`src/rtl/cmul_pkg.sv`:
```
package cmul_pkg;

    // Default operand width; results are twice as wide.
    localparam int unsigned OP_W_DEF = 4;

    // Selects how the ripple adder treats its second operand.
    typedef enum logic {
        MODE_ADD = 1'b0,
        MODE_SUB = 1'b1
    } add_mode_e;

endpackage

```
`src/rtl/cmul_pipe_reg.sv`:
```
module cmul_pipe_reg #(
    parameter int unsigned W = 8
) (
    input  logic         clk,
    input  logic         rst,
    input  logic [W-1:0] d,
    output logic [W-1:0] q
);

    always_ff @(posedge clk) begin
        if (rst) begin
            q <= '0;
        end else begin
            q <= d;
        end
    end

endmodule

```
`src/rtl/cmul_umul.sv`:
```
module cmul_umul #(
    parameter int unsigned OP_W = 4
) (
    input  logic [OP_W-1:0]   x,
    input  logic [OP_W-1:0]   y,
    output logic [2*OP_W-1:0] p
);

    localparam int unsigned PW = 2 * OP_W;

    // Running sums of the shifted, gated partial-product rows.
    logic [PW-1:0] acc [OP_W+1];

    assign acc[0] = '0;

    for (genvar i = 0; i < OP_W; i++) begin : g_row
        logic [PW-1:0] row;
        assign row        = y[i] ? (PW'(x) << i) : '0;
        assign acc[i + 1] = acc[i] + row;
    end

    assign p = acc[OP_W];

endmodule

```
`src/rtl/cmul_ripple_add.sv`:
```
module cmul_ripple_add #(
    parameter int unsigned        W    = 8,
    parameter cmul_pkg::add_mode_e MODE = cmul_pkg::MODE_ADD
) (
    input  logic [W-1:0] x,
    input  logic [W-1:0] y,
    output logic [W-1:0] sum,
    output logic         cout
);

    logic [W-1:0] y_eff;
    logic [W:0]   carry;

    if (MODE == cmul_pkg::MODE_SUB) begin : g_sub
        assign y_eff    = ~y;
        assign carry[0] = 1'b1;
    end else begin : g_add
        assign y_eff    = y;
        assign carry[0] = 1'b0;
    end

    for (genvar i = 0; i < W; i++) begin : g_bit
        assign sum[i]       = x[i] ^ y_eff[i] ^ carry[i];
        assign carry[i + 1] = (x[i] & y_eff[i]) | (x[i] & carry[i]) | (y_eff[i] & carry[i]);
    end

    assign cout = carry[W];

endmodule

```
`src/rtl/cplx_mul4_reg.sv`:
```
module cplx_mul4_reg #(
    parameter int unsigned OP_W = cmul_pkg::OP_W_DEF
) (
    input  logic              clk,
    input  logic              rst,
    input  logic [OP_W-1:0]   op_re_a,
    input  logic [OP_W-1:0]   op_im_a,
    input  logic [OP_W-1:0]   op_re_b,
    input  logic [OP_W-1:0]   op_im_b,
    output logic [2*OP_W-1:0] re_out,
    output logic [2*OP_W-1:0] im_out,
    output logic              re_ovf,
    output logic              im_ovf
);

    localparam int unsigned RW    = 2 * OP_W;
    localparam int unsigned IN_W  = 4 * OP_W;
    localparam int unsigned OUT_W = 2 * RW + 2;
    localparam int unsigned SW    = RW + 1;

    // Stage 1: capture all operands.
    logic [IN_W-1:0] in_q;
    logic [OP_W-1:0] a_q, b_q, c_q, d_q;

    cmul_pipe_reg #(.W(IN_W)) u_in_reg (
        .clk (clk),
        .rst (rst),
        .d   ({op_re_a, op_im_a, op_re_b, op_im_b}),
        .q   (in_q)
    );

    assign {a_q, b_q, c_q, d_q} = in_q;

    // Four partial products.
    logic [RW-1:0] p_ac, p_bd, p_ad, p_bc;

    cmul_umul #(.OP_W(OP_W)) u_mul_ac (.x(a_q), .y(c_q), .p(p_ac));
    cmul_umul #(.OP_W(OP_W)) u_mul_bd (.x(b_q), .y(d_q), .p(p_bd));
    cmul_umul #(.OP_W(OP_W)) u_mul_ad (.x(a_q), .y(d_q), .p(p_ad));
    cmul_umul #(.OP_W(OP_W)) u_mul_bc (.x(b_q), .y(c_q), .p(p_bc));

    // Real path: subtract; imaginary path: add.
    logic [RW-1:0] re_sum, im_sum;
    logic          re_cy, im_cy;

    cmul_ripple_add #(.W(RW), .MODE(cmul_pkg::MODE_SUB)) u_re_sub (
        .x    (p_ac),
        .y    (p_bd),
        .sum  (re_sum),
        .cout (re_cy)
    );

    cmul_ripple_add #(.W(RW), .MODE(cmul_pkg::MODE_ADD)) u_im_add (
        .x    (p_ad),
        .y    (p_bc),
        .sum  (im_sum),
        .cout (im_cy)
    );

    // Stage 2: register results and flags.
    logic [OUT_W-1:0] out_q;

    cmul_pipe_reg #(.W(OUT_W)) u_out_reg (
        .clk (clk),
        .rst (rst),
        .d   ({re_sum, im_sum, re_cy, im_cy}),
        .q   (out_q)
    );

    assign {re_out, im_out, re_ovf, im_ovf} = out_q;

    // Cycles since reset release, saturating at 2; gates lookback checks.
    logic [1:0] warm_q;

    always_ff @(posedge clk) begin
        if (rst) begin
            warm_q <= '0;
        end else if (warm_q != 2'd2) begin
            warm_q <= warm_q + 2'd1;
        end
    end

    AST_RESET_ZERO: assert property (@(posedge clk)
        rst |=> (re_out == '0 && im_out == '0 && !re_ovf && !im_ovf));

    AST_RE_DIFF: assert property (@(posedge clk) disable iff (rst)
        (warm_q == 2'd2) |->
        re_out == RW'(SW'($past(op_re_a, 2)) * SW'($past(op_re_b, 2))
                    - SW'($past(op_im_a, 2)) * SW'($past(op_im_b, 2))));

    AST_IM_SUM: assert property (@(posedge clk) disable iff (rst)
        (warm_q == 2'd2) |->
        im_out == RW'(SW'($past(op_re_a, 2)) * SW'($past(op_im_b, 2))
                    + SW'($past(op_im_a, 2)) * SW'($past(op_re_b, 2))));

    AST_IM_OVERFLOW: assert property (@(posedge clk) disable iff (rst)
        (warm_q == 2'd2) |->
        im_ovf == ((SW'($past(op_re_a, 2)) * SW'($past(op_im_b, 2))
                  + SW'($past(op_im_a, 2)) * SW'($past(op_re_b, 2))) > SW'((1 << RW) - 1)));

    AST_RE_NO_BORROW: assert property (@(posedge clk) disable iff (rst)
        (warm_q == 2'd2) |->
        re_ovf == ((SW'($past(op_re_a, 2)) * SW'($past(op_re_b, 2)))
                >= (SW'($past(op_im_a, 2)) * SW'($past(op_im_b, 2)))));

endmodule

```
`config.mk`:
```
export PLATFORM = sky130hd
export DESIGN_NAME = cplx_mul4_reg
export DESIGN_NICKNAME = d
export VERILOG_FILES = /design/src/rtl/cmul_pkg.sv /design/src/rtl/cmul_pipe_reg.sv /design/src/rtl/cmul_umul.sv /design/src/rtl/cmul_ripple_add.sv /design/src/rtl/cplx_mul4_reg.sv
export SDC_FILE = /design/constraint.sdc
export NUM_CORES = 1
export LEC_CHECK = 0
export CORE_ASPECT_RATIO = 1.2
export CORE_MARGIN = 2
export CORE_UTILIZATION = 25
export DETAILED_ROUTE_END_ITERATION = 8
export HOLD_SLACK_MARGIN = 0.02
export SLEW_MARGIN = 20
export SYNTH_ARGS = -nofsm -noshare
export SYNTH_HDL_FRONTEND = slang
export SYNTH_HIERARCHICAL = 1
export SYNTH_SLANG_ARGS = --single-unit
```
`constraint.sdc`:
```
create_clock -name clk -period 7.85 [get_ports clk]
set_clock_uncertainty 0.05 [all_clocks]
set_input_delay 1.1775 -clock clk [delete_from_list [all_inputs] [get_ports clk]]
set_output_delay 1.1775 -clock clk [all_outputs]
set_load 0.05 [all_outputs]
```
==> metrics.txt <==
nets=410; vias per cell=3.88; WHS Path Cells=3; Reg area=681 sq um; hold_buf cts=0; first-pass GRT wire length=8920 um; Fin. Hold Viols=0; sequential fraction of design power=0.355; Sw Pwr=164 uW; Max VDD drop=0.101 mV; final worst path period share=0.564; Num CTS Buffers=5; vias in the first global route=1984; Top-Level Pins=36; Starting Density=0.258; met2 wire length=2580 um; final core utilization=0.321; Hold Path Class=flop to flop; hold path startpoint=u_in_reg/q[4]; Placer Congestion=0.837; worst-path fanout max=8; share of cells above drive strength 1=0.0820; ant diodes=0; Routed WL=5260 um; Worst EP required=8.01 ns; synth top area cells=dfxtp_1, fa_1, ha_1; Sw Ratio=0.292; CP endpoint kind=flop; most common cell after layout, fill and taps aside=and2_1; register clock-pin slew on the reported worst setup and hold paths=0.06 ns; DRC=0; hold path endpoint=u_out_reg/q[2]; Synth cell types=17; minimum clock period=4.42 ns; area of the multi-input gates=0.00204 sq mm; clk_lat worst skew=0.28 ns; Die ar.=0.0124 sq mm; mapped cell area=0.00288 sq mm; TritonRoute pass-1 iters=4; Core ar.=0.0111 sq mm; H-Tree Level Count=2; status=finished, final reports clean; Setup TNS=0 ns; commonest cells after routing, fill and taps aside=and2_1, ha_1, inv_1, clkdlybuf4s50_1; post-CTS sizing=0; Max clock buf depth=2; routed vias=1829; Die H=122 um; Syn Nets=369; r2r setup slk=3.43 ns; CTS tree=yes; measured slew at the worst slew-check pin=0.503 ns; Setup crit start kind=flop; row cnt=42; combinational fraction of design power=0.244; Num Clock Sinks=34; DIE WIDTH=102 um; Final HPWL DP=4330 um; #FFs+latches synth=34; met3 WL=188 um; YS warnings=6; GRT Util Overall=0.0941; Final ANT Viol Nets=0; total gr overflow=0; top-area cell type share of the netlist area=0.236; synthesized area per cell=10.5 sq um; Worst R2R Path Depth=14; Pint=396 uW; hold_ws=0.817 ns; synthesis-to-layout area growth=24.4%; worst r2r src=u_in_reg/q[0]; Post-CTS Setup Inserts=0; critical path arrival=4.59 ns; fillers=1168; largest net degree at the start of global routing=35; leakage power=1.85 nW; relative slew slack=0.664; Fmax=226 MHz; Clock Root Buffer=clkbuf_16; Cell Area, Placed=0.00341 sq mm; maxcap violations=0; clock power share=0.401; Cells after Synth=275; DRT iter0 DRCs=42; Setup CP Type=flop to flop; initial antenna violation count=0; final setup violating endpoints=0; total power=560 uW; Top Metal Used=met4; worst setup path start=u_in_reg/q[0]; r2r endpoint=u_out_reg/q[9]; pins over their slew limit=0; DR WL/cell=11.2 um; Buffers on Ports=35; cell taking the most area after synthesis=dfxtp_1; RSZ-0062 raised after global routing=no; pwr/cell area=156 mW/mm^2; Final Cell Area=0.00358 sq mm; met1 WL=2370 um; register area share after synthesis=0.236
## cells by family after synthesis
group / synth area share
buffers and inverters: 0.0548
adder cells (fa/ha/maj): 0.419
AND/OR/NAND/NOR: 0.213
XOR/XNOR: 0.0365
AO/OA/AOI/OAI: 0.0400
flip-flops: 0.236
## cells in the mapped netlist
cell	n
and2_1	48
ha_1	42
inv_1	37
dfxtp_1	34
fa_1	34
nand2_1	16
nor2b_1	14
a21o_1	8
xnor2_1	8
and2b_1	7
nor2b_2	7
and2b_2	6
a21oi_1	4
a21oi_2	4
xor2_1	4
buf_4	1
buf_6	1
## metrics by stage
stage / worst slack (ns) / instances
6_report: 3.43 / 471
5_1_grt: 3.21 / 471
4_1_cts: 3.39 / 471
3_5_place_dp: 3.41 / 463
3_3_place_gp: 3.46 / 463
2_1_floorplan: 3.59 / 275
## critical path, cell delays in order, from the launching register on
cell,delay (ns)
dfxtp_1,0.38
and2_1,0.22
fa_1,0.54
inv_1,0.06
fa_1,0.53
inv_1,0.04
ha_1,0.30
fa_1,0.44
fa_1,0.40
fa_1,0.39
fa_1,0.37
inv_1,0.08
fa_1,0.40
inv_1,0.06
nor2b_1,0.11
## power groups by stage
| stage | combinational [mW] | sequential (mW) | clock (mW) |
|---|---|---|---|
| finish | 0.136 | 0.199 | 0.225 |
| global route | 0.152 | 0.201 | 0.242 |
| CTS | 0.140 | 0.199 | 0.233 |
| detailed placement | 0.139 | 0.203 | 0 |
| global placement | 0.139 | 0.203 | 0 |
| floorplan | 0.0579 | 0.237 | 0 |
## how the worst max path moves through the flow
stage                       to  slack (ns)  depth (start not counted)
2_1_floorplan  u_out_reg/q[17]        3.59                         14
3_3_place_gp   u_out_reg/q[17]        3.46                         13
4_1_cts         u_out_reg/q[9]        3.39                         14
6_report        u_out_reg/q[9]        3.43                         14
5_1_grt         u_out_reg/q[9]        3.21                         14
3_5_place_dp    u_out_reg/q[9]        3.41                         14
## metal layers
metal  GRT usage  vias up
met5           0        -
met4      0.0508        0
met3      0.0195        7
met2       0.157       36
met1       0.112      860
li1            -      926
## state kept, by name, summed over array words and instances, names as in the netlist
register / flops
u_in_reg/q: 16
u_out_reg/q: 18
## layout make-up
cell class,count,area share
inverters,37,0.0388
repair buffers,36,0.0999
flip-flops and latches,34,0.190
clock buffers,5,0.0349
well taps,154,0.0538
multi-input cells,202,0.570
clock inverters,3,0.0126
Power figures use the tool's default switching activity.
